## config.mk

```make
export PLATFORM = sky130hd
export DESIGN_NAME = pci_rd_burst_master
export DESIGN_NICKNAME = d
export VERILOG_FILES = /design/src/rtl/pcird_pkg.sv /design/src/rtl/pcird_ctr.sv /design/src/rtl/pcird_term.sv /design/src/rtl/pci_rd_burst_master.sv
export SDC_FILE = /design/constraint.sdc
export NUM_CORES = 1
export LEC_CHECK = 0
export BUFFER_PORTS_ARGS = -buffer_cell sky130_fd_sc_hd__buf_2
export CORE_ASPECT_RATIO = 0.6
export CORE_MARGIN = 2
export CORE_UTILIZATION = 25
export CTS_CLUSTER_DIAMETER = 50
export DETAILED_ROUTE_END_ITERATION = 7
export PLACE_DENSITY = 0.63
export SYNTH_ARGS = -nofsm -noshare
export SYNTH_HDL_FRONTEND = slang
export SYNTH_HIERARCHICAL = 1
export SYNTH_SLANG_ARGS = --single-unit
```

## constraint.sdc

```tcl
create_clock -name clk -period 3.1 [get_ports clk]
set_input_delay 0 -clock clk [delete_from_list [all_inputs] [get_ports clk]]
set_output_delay 0 -clock clk [all_outputs]
set_load 0.005 [all_outputs]
```

## src/rtl/pcird_pkg.sv

```systemverilog
package pcird_pkg;
    typedef enum logic [2:0] {
        ST_IDLE,
        ST_REQ,
        ST_ADDR,
        ST_TURN,
        ST_DATA
    } rd_state_t;

    localparam logic [3:0] CMD_MEM_READ = 4'b0110;
    localparam logic [3:0] BE_ALL_ON    = 4'b0000;
endpackage

```

## src/rtl/pcird_ctr.sv

```systemverilog
// Byte countdown and latched start address for one burst.
module pcird_ctr #(
    parameter int CNT_W = 12,
    parameter int AW    = 32
) (
    input  logic             clk,
    input  logic             rst_n,
    input  logic             load,
    input  logic [CNT_W-1:0] load_bytes,
    input  logic [AW-1:0]    load_addr,
    input  logic             dec,
    output logic [CNT_W-1:0] rem_bytes,
    output logic [AW-1:0]    base_addr
);
    localparam logic [CNT_W-1:0] STEP = CNT_W'(4);

    always_ff @(posedge clk) begin
        if (!rst_n) begin
            rem_bytes <= '0;
            base_addr <= '0;
        end else if (load) begin
            rem_bytes <= {load_bytes[CNT_W-1:2], 2'b00};
            base_addr <= {load_addr[AW-1:2], 2'b00};
        end else if (dec) begin
            rem_bytes <= rem_bytes - STEP;
        end
    end
endmodule

```

## src/rtl/pcird_term.sv

```systemverilog
// Decides whether the next data phase must be the final one.
module pcird_term #(
    parameter int CNT_W  = 12,
    parameter int FREE_W = 6
) (
    input  logic [CNT_W-3:0]  rem_dw,
    input  logic [FREE_W-1:0] fifo_free,
    input  logic              xfer,
    input  logic              gnt_n,
    input  logic              master_en,
    input  logic              prio_mode,
    input  logic              prio_pend,
    input  logic              stop_n,
    output logic              end_now
);
    localparam int DW_W = CNT_W - 2;

    logic [DW_W:0]   dw_after;
    logic [FREE_W:0] fr_after;
    logic            budget_last;

    always_comb begin
        dw_after    = {1'b0, rem_dw} - {{DW_W{1'b0}}, xfer};
        fr_after    = {1'b0, fifo_free} - {{FREE_W{1'b0}}, xfer};
        budget_last = (dw_after <= (DW_W+1)'(1)) || (fr_after <= (FREE_W+1)'(1));
        end_now     = budget_last || gnt_n || !master_en || !stop_n
                      || (prio_mode && prio_pend);
    end
endmodule

```

## src/rtl/pci_rd_burst_master.sv

```systemverilog
module pci_rd_burst_master
    import pcird_pkg::*;
#(
    parameter int AW     = 32,
    parameter int CNT_W  = 12,
    parameter int FREE_W = 6
) (
    input  logic              clk,
    input  logic              rst_n,
    input  logic              start,
    input  logic [AW-1:0]     start_addr,
    input  logic [CNT_W-1:0]  byte_cnt,
    input  logic              master_en,
    input  logic              prio_mode,
    input  logic              prio_pend,
    output logic              req_n,
    input  logic              gnt_n,
    output logic              frame_n,
    output logic              irdy_n,
    output logic [3:0]        cbe_n,
    output logic              ctl_oe,
    output logic [AW-1:0]     ad_out,
    output logic              ad_oe,
    input  logic [AW-1:0]     ad_in,
    input  logic              trdy_n,
    input  logic              stop_n,
    input  logic [FREE_W-1:0] fifo_free,
    output logic              fifo_wr,
    output logic [AW-1:0]     fifo_wdata,
    output logic [CNT_W-1:0]  rem_bytes,
    output logic              busy
);
    rd_state_t     st_q, st_nx;
    logic          last_q, last_nx;
    logic          load, xfer, end_now, start_ok, prio_block;
    logic [AW-1:0] base_addr;

    assign start_ok   = (byte_cnt[CNT_W-1:2] != '0);
    assign prio_block = prio_mode && prio_pend;
    assign xfer       = (st_q == ST_DATA) && !trdy_n;

    pcird_ctr #(.CNT_W(CNT_W), .AW(AW)) ctr_i (
        .clk        (clk),
        .rst_n      (rst_n),
        .load       (load),
        .load_bytes (byte_cnt),
        .load_addr  (start_addr),
        .dec        (xfer),
        .rem_bytes  (rem_bytes),
        .base_addr  (base_addr)
    );

    pcird_term #(.CNT_W(CNT_W), .FREE_W(FREE_W)) term_i (
        .rem_dw    (rem_bytes[CNT_W-1:2]),
        .fifo_free (fifo_free),
        .xfer      (xfer),
        .gnt_n     (gnt_n),
        .master_en (master_en),
        .prio_mode (prio_mode),
        .prio_pend (prio_pend),
        .stop_n    (stop_n),
        .end_now   (end_now)
    );

    // state register
    always_ff @(posedge clk) begin
        if (!rst_n) begin
            st_q   <= ST_IDLE;
            last_q <= 1'b0;
        end else begin
            st_q   <= st_nx;
            last_q <= last_nx;
        end
    end

    // transitions
    always_comb begin
        st_nx   = st_q;
        last_nx = last_q;
        load    = 1'b0;
        unique case (st_q)
            ST_IDLE: begin
                if (start && start_ok) begin
                    st_nx   = ST_REQ;
                    last_nx = 1'b0;
                    load    = 1'b1;
                end
            end
            ST_REQ: begin
                if (!master_en) begin
                    st_nx = ST_IDLE;
                end else if (!gnt_n && !prio_block && (fifo_free != '0)) begin
                    st_nx   = ST_ADDR;
                    last_nx = 1'b0;
                end
            end
            ST_ADDR: begin
                st_nx   = ST_TURN;
                last_nx = end_now;
            end
            ST_TURN: begin
                st_nx   = ST_DATA;
                last_nx = last_q || end_now;
            end
            ST_DATA: begin
                if (last_q && (xfer || !stop_n)) begin
                    st_nx = ST_IDLE;
                end else begin
                    last_nx = last_q || end_now;
                end
            end
            default: st_nx = ST_IDLE;
        endcase
    end

    // outputs
    always_comb begin
        req_n      = (st_q == ST_IDLE);
        busy       = (st_q != ST_IDLE);
        ad_oe      = (st_q == ST_ADDR);
        ad_out     = base_addr;
        ctl_oe     = (st_q == ST_ADDR) || (st_q == ST_TURN) || (st_q == ST_DATA);
        irdy_n     = !((st_q == ST_TURN) || (st_q == ST_DATA));
        frame_n    = !((st_q == ST_ADDR) ||
                       (((st_q == ST_TURN) || (st_q == ST_DATA)) && !last_q));
        cbe_n      = (st_q == ST_ADDR) ? CMD_MEM_READ : BE_ALL_ON;
        fifo_wr    = xfer;
        fifo_wdata = ad_in;
    end
endmodule

```

==> key figures, run 1 <==
Route
  • Initial drt markers: 41
  • Final WL: slightly above 6000 um
  • Vias: 2135
  • Via-to-Cell Ratio: 4.32
  • Drt wl/cell: 12.4 um
  • Post-DRT Antenna Nets: 0
  • Post-route DRC: 0
  • TritonRoute pass-1 iters: 4

Floorplanning
  • Die ar.: 10600 um^2
  • Initial Util: 0.262
  • DIE HEIGHT: between 80 and 90 um
  • Die width: around 130 um
  • Core Area: 9360 um^2
  • Boundary pin count: between 150 and 200
  • Standard-cell rows: 27

Logic synthesis
  • Mean Syn Cell Area: ~9.2 um^2
  • Synthesized instance count: roughly 270
  • Top post-synthesis cells by area: dfxtp_1, mux2i_1, buf_4
  • Synth Register Bits: 44
  • Post-synth EDFFs: 0
  • Synth Flop Type: dfxtp_1
  • Seq/Total Area, Yosys: 0.359
  • Unique masters post-synth: 40
  • Synth top area share: 0.359
  • Ys async rst share: 0
  • Yosys warning count: 6
  • Cell Area, Synth: 2450 um^2
  • Area leader, netlist: dfxtp_1

Setup path
  • Startpoint types: input port
  • Crit Path Max Fanout: 17
  • CP Capture Point: ctr_i/rem_bytes[5]
  • RR Startpoint: st_q[2]
  • R2R depth: 6
  • Worst setup startpoint: byte_cnt[3]
  • Worst endpoint required time: ~3.3 ns
  • R2R Setup Slk: 0.76 ns
  • Crit. End Element: register
  • Crit path DAT: between 2 and 3 ns
  • Reg-to-reg critical path endpoint: ctr_i/rem_bytes[11]
  • WS Path Type: input port to register

Finish
  • Area Overhead vs Synth: 33.2%
  • Share of cells above drive strength 1: 0.327
  • Fin util: 0.349
  • Final net count: between 400 and 500
  • Ant diodes: 0

Status
  • Status: complete, no violations

Clock tree
  • Worst-path clk slew: around 0.060 ns
  • Root Buffer: clkbuf_16
  • Number of CTS-inserted buffers: 5
  • Worst-Skew Late Latency: around 0.28 ns
  • CTS max path bufs: 2
  • H-tree depth: 2
  • CTS tree: built
  • CTS Sinks: between 40 and 50
  • Post-CTS Setup Bufs: 0

Timing
  • Final Hold Fails: 0
  • Final setup skew: 0.00464 ns
  • RSZ-0062 raised after global routing: false
  • Worst Tran Pin Value: slightly above 0.7 ns
  • Max Slew Vio Count: 0
  • Top achievable clock speed: between 300 and 400 MHz
  • Minimum clock period: between 2 and 3 ns
  • Final setup violation count: 0
  • Slew HR: 0.524
  • Setup TNS: 0 ns
  • Crit share post-route: 0.847
  • Hold slack: ~0.0000023 ns

GRT
  • Overall routing resource usage: 0.116
  • GRT overflow: 0
  • Initial antenna violation count: 0
  • Vias in the first global route: a little over 2000
  • First-pass GRT wire length: ~9900 um
  • Largest net degree at the start of global routing: 46

Placed design
  • HPWL after DPL: 4360 um
  • Final Wtd Congestion: slightly below 0.8
  • IO buf count: between 100 and 150

Min path
  • Min-Delay Path Class: input port to output port
  • Hold path start: ad_in[1]

Job
  • Maxcap violations: 0

Power
  • Leakage power: between 1 and 1.5 nW
  • Pwr dens: about 440 nW/um^2
  • Peak supply drop: 205 uV
==> what timing repair did <==
action / in CTS / in global routing
setup endpoints to repair: 0 / 0
hold endpoints to repair: 32 / 0
resized for setup: 0 / 0
hold buffers: 32 / 0
==> cells in the final DEF (no fill, tap or decap), types with 2 or more instances in the layout <==
master,count
buf_2,103
dfxtp_1,44
dlygate4sd3_1,32
mux2i_1,31
nor2b_1,31
o21ai_0,10
inv_1,9
nand2_1,8
nor2_1,7
a31oi_1,7
conb_1,6
xnor2_1,6
or3_1,5
o31ai_1,5
clkbuf_16,5
or4_1,5
ha_1,5
nand2b_1,4
and2_1,3
nor4_1,3
o211ai_1,3
nand3_1,3
a21oi_1,3
a21boi_1,2
a221oi_2,2
buf_4,2
nor3_1,2
nor3b_2,2
==> synthesized netlist by cell type, types with 3 or more instances <==
cell type   n
buf_2       5
a31oi_1     7
buf_4      40
inv_1       9
o31ai_1     5
clkbuf_1    6
a21oi_1     3
dfxtp_1    44
nand2b_1    4
nor2b_1    31
o21ai_0    10
xnor2_1     6
or4_1       5
o211ai_1    3
or3_1       5
nor2_1      7
nand3_1     3
nor4_1      3
mux2i_1    31
nand2_1     8
ha_1        5
and2_1      4
==> registers in the layout (all words and copies together) (netlist names) <==
signal and cells:
ctr_i/base_addr 30, ctr_i/rem_bytes 10, last_q 1, st_q 3
==> per-layer routing <==
metal  track usage  vias up  share of wire
met4        0.0293        0         0.0090
met2         0.177       80           0.43
li1              -     1070              -
met5             0        -              0
met3        0.0437        6          0.068
met1         0.156      979           0.50
==> worst min path at each step <==
stage	to	slack, ns	cells past startpoint
3_3_place_gp	fifo_wdata[0]	0.00003	0
4_1_cts	fifo_wdata[0]	0.00003	0
6_report	fifo_wdata[1]	0.000002	0
5_1_grt	fifo_wdata[1]	0.000008	0
2_1_floorplan	fifo_wdata[0]	0.08	1
3_5_place_dp	fifo_wdata[0]	0.00003	0
==> cells by family (layout without fill, tap and decap cells) <==
kind of cell / Yosys count / count (layout) / synth area share
other: 2 / 6 / 0.00306
AO/OA/AOI/OAI: 37 / 37 / 0.103
XOR/XNOR: 7 / 7 / 0.0250
AND/OR/NAND/NOR: 81 / 81 / 0.202
multiplexers: 31 / 31 / 0.126
buffers and inverters: 60 / 153 / 0.156
flip-flops: 44 / 44 / 0.359
adder cells (fa/ha/maj): 5 / 5 / 0.0255
==> layout make-up <==
cell class	count	area, um^2
repair buffers	137	851
multi-input cells	167	1210
clock buffers	6	129
fillers	961	6090
well taps	130	163
inverters	9	33.8
clock inverters	1	5.00
flip-flops and latches	44	881
==> critical path: stages <==
cell	delay, ns
dlygate4sd3_1	0.54
buf_2	0.13
nor4_1	0.56
a31oi_1	0.33
and2_2	0.44
inv_1	0.43
o21ai_0	0.20
a31oi_1	0.19
==> power by group <==
part	switching [mW]	internal, mW	leakage, nW
Sequential	0.0365	0.609	0.362
Combinational	0.129	0.156	1.06
Clock	0.210	0.293	0.0667
Total	0.376	1.06	1.49
==> stage by stage <==
step | power [mW] | cells | setup slack (ns) | area (um^2)
2_1_floorplan | 0.838 | 271 | 0.752 | 2470
3_3_place_gp | 0.904 | 455 | 0.799 | 2820
3_5_place_dp | 0.912 | 455 | 0.779 | 2820
4_1_cts | 1.47 | 494 | 0.545 | 3270
5_1_grt | 1.53 | 494 | 0.389 | 3270
6_report | 1.43 | 494 | 0.473 | 3270
(Power assumes the default switching activity.)
==> inputs of run 2 (changes only) <==
Clock period 3.1 ns to 2.55 ns, I/O delays scaled along.
==> run 2 against run 1 <==
Worst hold slack barely moved. Register-to-register slack worse by 0.48 ns. Final cell count is the same. Setup slack got worse by 0.20 ns. Wire length increased by 2.0%. Combinational power increased by 22%. Critical path type is now register to register. Critical endpoint is now ctr_i/rem_bytes[11].
==> key figures, run 2 (synthesis gave the netlist of run 1 again) <==
Status
  • Status: complete, no violations

Power
  • Peak supply drop: around 350 uV
  • Leakage power: ~1.5 nW
  • Pwr dens: 564 nW/um^2

Clock tree
  • Post-CTS Setup Bufs: 0
  • H-tree depth: 2
  • CTS Sinks: 44
  • CTS tree: built
  • Root Buffer: clkbuf_16
  • Worst-path clk slew: around 0.06 ns
  • CTS max path bufs: 2
  • Number of CTS-inserted buffers: 5
  • Worst-Skew Late Latency: around 0.28 ns

Job
  • Maxcap violations: 0

Min path
  • Min-Delay Path Class: input port to output port
  • WHS Path Cells: 0
  • Worst Hold End: fifo_wdata[1]
  • Hold path start: ad_in[1]

Setup path
  • WS Path Type: register to register
  • Crit path DAT: approximately 2.5 ns
  • R2R depth: 5
  • Critical Path Max Stage Delay: roughly 0.50 ns
  • Startpoint types: register
  • Crit Path Max Fanout: 8
  • CP max stage cell: or3b_1
  • Crit. End Element: register
  • Crit path cell chain: or3b_4, nor2_2, or3b_1, or4_1, a31oi_1
  • R2R Setup Slk: ~0.28 ns
  • Reg-to-reg critical path endpoint: ctr_i/rem_bytes[11]
  • RR Startpoint: st_q[2]
  • Worst endpoint required time: 2.76 ns

GRT
  • GRT overflow: 0
  • Initial antenna violation count: 0
  • Overall routing resource usage: 0.116
  • Vias in the first global route: 2112
  • Largest net degree at the start of global routing: 46
  • First-pass GRT wire length: between 9000 and 10000 um

Placed design
  • HPWL after DPL: 4460 um
  • Area after DPL: between 2000 and 3000 um^2
  • Post-Place Worst Slack: ~0.17 ns
  • IO buf count: around 100
  • Final Wtd Congestion: 0.760
  • Placed Instances: 456

Floorplanning
  • Die width: 132 um
  • Core Area: 9360 um^2
  • Standard-cell rows: 27
  • DIE HEIGHT: between 80 and 90 um
  • Boundary pin count: 178
  • Die ar.: between 10000 and 15000 um^2
  • Initial Util: 0.262

Finish
  • Commonest cells after routing, fill and taps aside: buf_2, dfxtp_1, mux2i_1, nor2b_1, dlygate4sd3_1
  • Max FFs per register: 30
  • Ant diodes: 0
  • Design Area, Final: ~3300 um^2
  • Final net count: about 460
  • Area Overhead vs Synth: 34.1%
  • Registers with the most flip-flops: ctr_i/base_addr (30), ctr_i/rem_bytes (10), st_q (3)
  • Finished Layout Cells: 494
  • Share of cells above drive strength 1: 0.335
  • Biggest register: ctr_i/base_addr
  • Commonest non-fill, non-tap cell in the layout: buf_2

Timing
  • Hold slack: 0.00000198 ns
  • Top achievable clock speed: 440 MHz
  • Slew HR: 0.528
  • RSZ-0062 raised after global routing: false
  • Final WS setup: about 0.28 ns
  • Max Slew Vio Count: 0
  • Final Hold Fails: 0
  • Crit share post-route: 0.891
  • Final setup violation count: 0
  • Worst Tran Pin Value: roughly 0.71 ns
  • Setup TNS: 0 ns
  • Final setup skew: between 0.003 and 0.004 ns
  • Minimum clock period: about 2.3 ns

Route
  • Drt wl/cell: 12.6 um
  • TritonRoute pass-1 iters: 4
  • Post-DRT Antenna Nets: 0
  • Via-to-Cell Ratio: 4.35
  • Initial drt markers: a little under 80
  • Final WL: 6220 um
  • Vias: 2151
  • Post-route DRC: 0
-- run 2: cell count changes in the layout (fill, tap and decap cells not counted), sizes merged --
cell,previous run,this run
dlygate4sd3,32,30
buf,105,106
bufinv,0,1
-- run 2: critical path: cells and delay by family (launching register included) --
family	cells	cell delay, ns
AND/OR/NAND/NOR	4	1.64
flip-flops	1	0.41
AO/OA/AOI/OAI	1	0.16
-- run 2: how the worst max path moves through the flow --
stage            start                   to  slack, ns  cells past startpoint
5_1_grt        st_q[2]               last_q       0.11                     10
3_3_place_gp   st_q[2]  ctr_i/rem_bytes[11]       0.26                      5
6_report       st_q[2]  ctr_i/rem_bytes[11]       0.28                      5
4_1_cts        st_q[2]  ctr_i/rem_bytes[11]       0.17                      5
2_1_floorplan  st_q[2]  ctr_i/rem_bytes[11]       0.20                      6
3_5_place_dp   st_q[2]  ctr_i/rem_bytes[11]       0.17                      5
-- run 2: report_power, final --
| group | switching (mW) | internal (mW) |
|---|---|---|
| Sequential | 0.0442 | 0.740 |
| Clock | 0.262 | 0.461 |
| Combinational | 0.159 | 0.189 |
-- run 2: layout make-up --
cell class                 instances  area [um^2]
clock buffer                       6          129
inverter                           9         33.8
clock inverter                     2         35.0
sequential                        44          881
tap                              130          163
multi-input combinational        167         1210
timing repair buffer             136          838
fill                             992         6070
-- run 2: metrics by stage --
step                utilization  power (mW)
finish                    0.352        1.86
global route              0.352        1.97
CTS                       0.351        1.89
detailed placement        0.302        1.11
global placement          0.302        1.10
floorplan                     -        1.02
-- run 2: routing by layer --
layer	global-route usage	share of wire	wire, um
met1	0.149	0.48	3000
met2	0.186	0.44	2730
met3	0.0462	0.076	473
met4	0.0261	0.0027	17
met5	0	0	0
-- run 2: timing repair --
action	CTS	global route
hold buffers	30	0
setup endpoints to repair	0	1
endpoints found under the hold margin	30	0
resized for setup	0	1
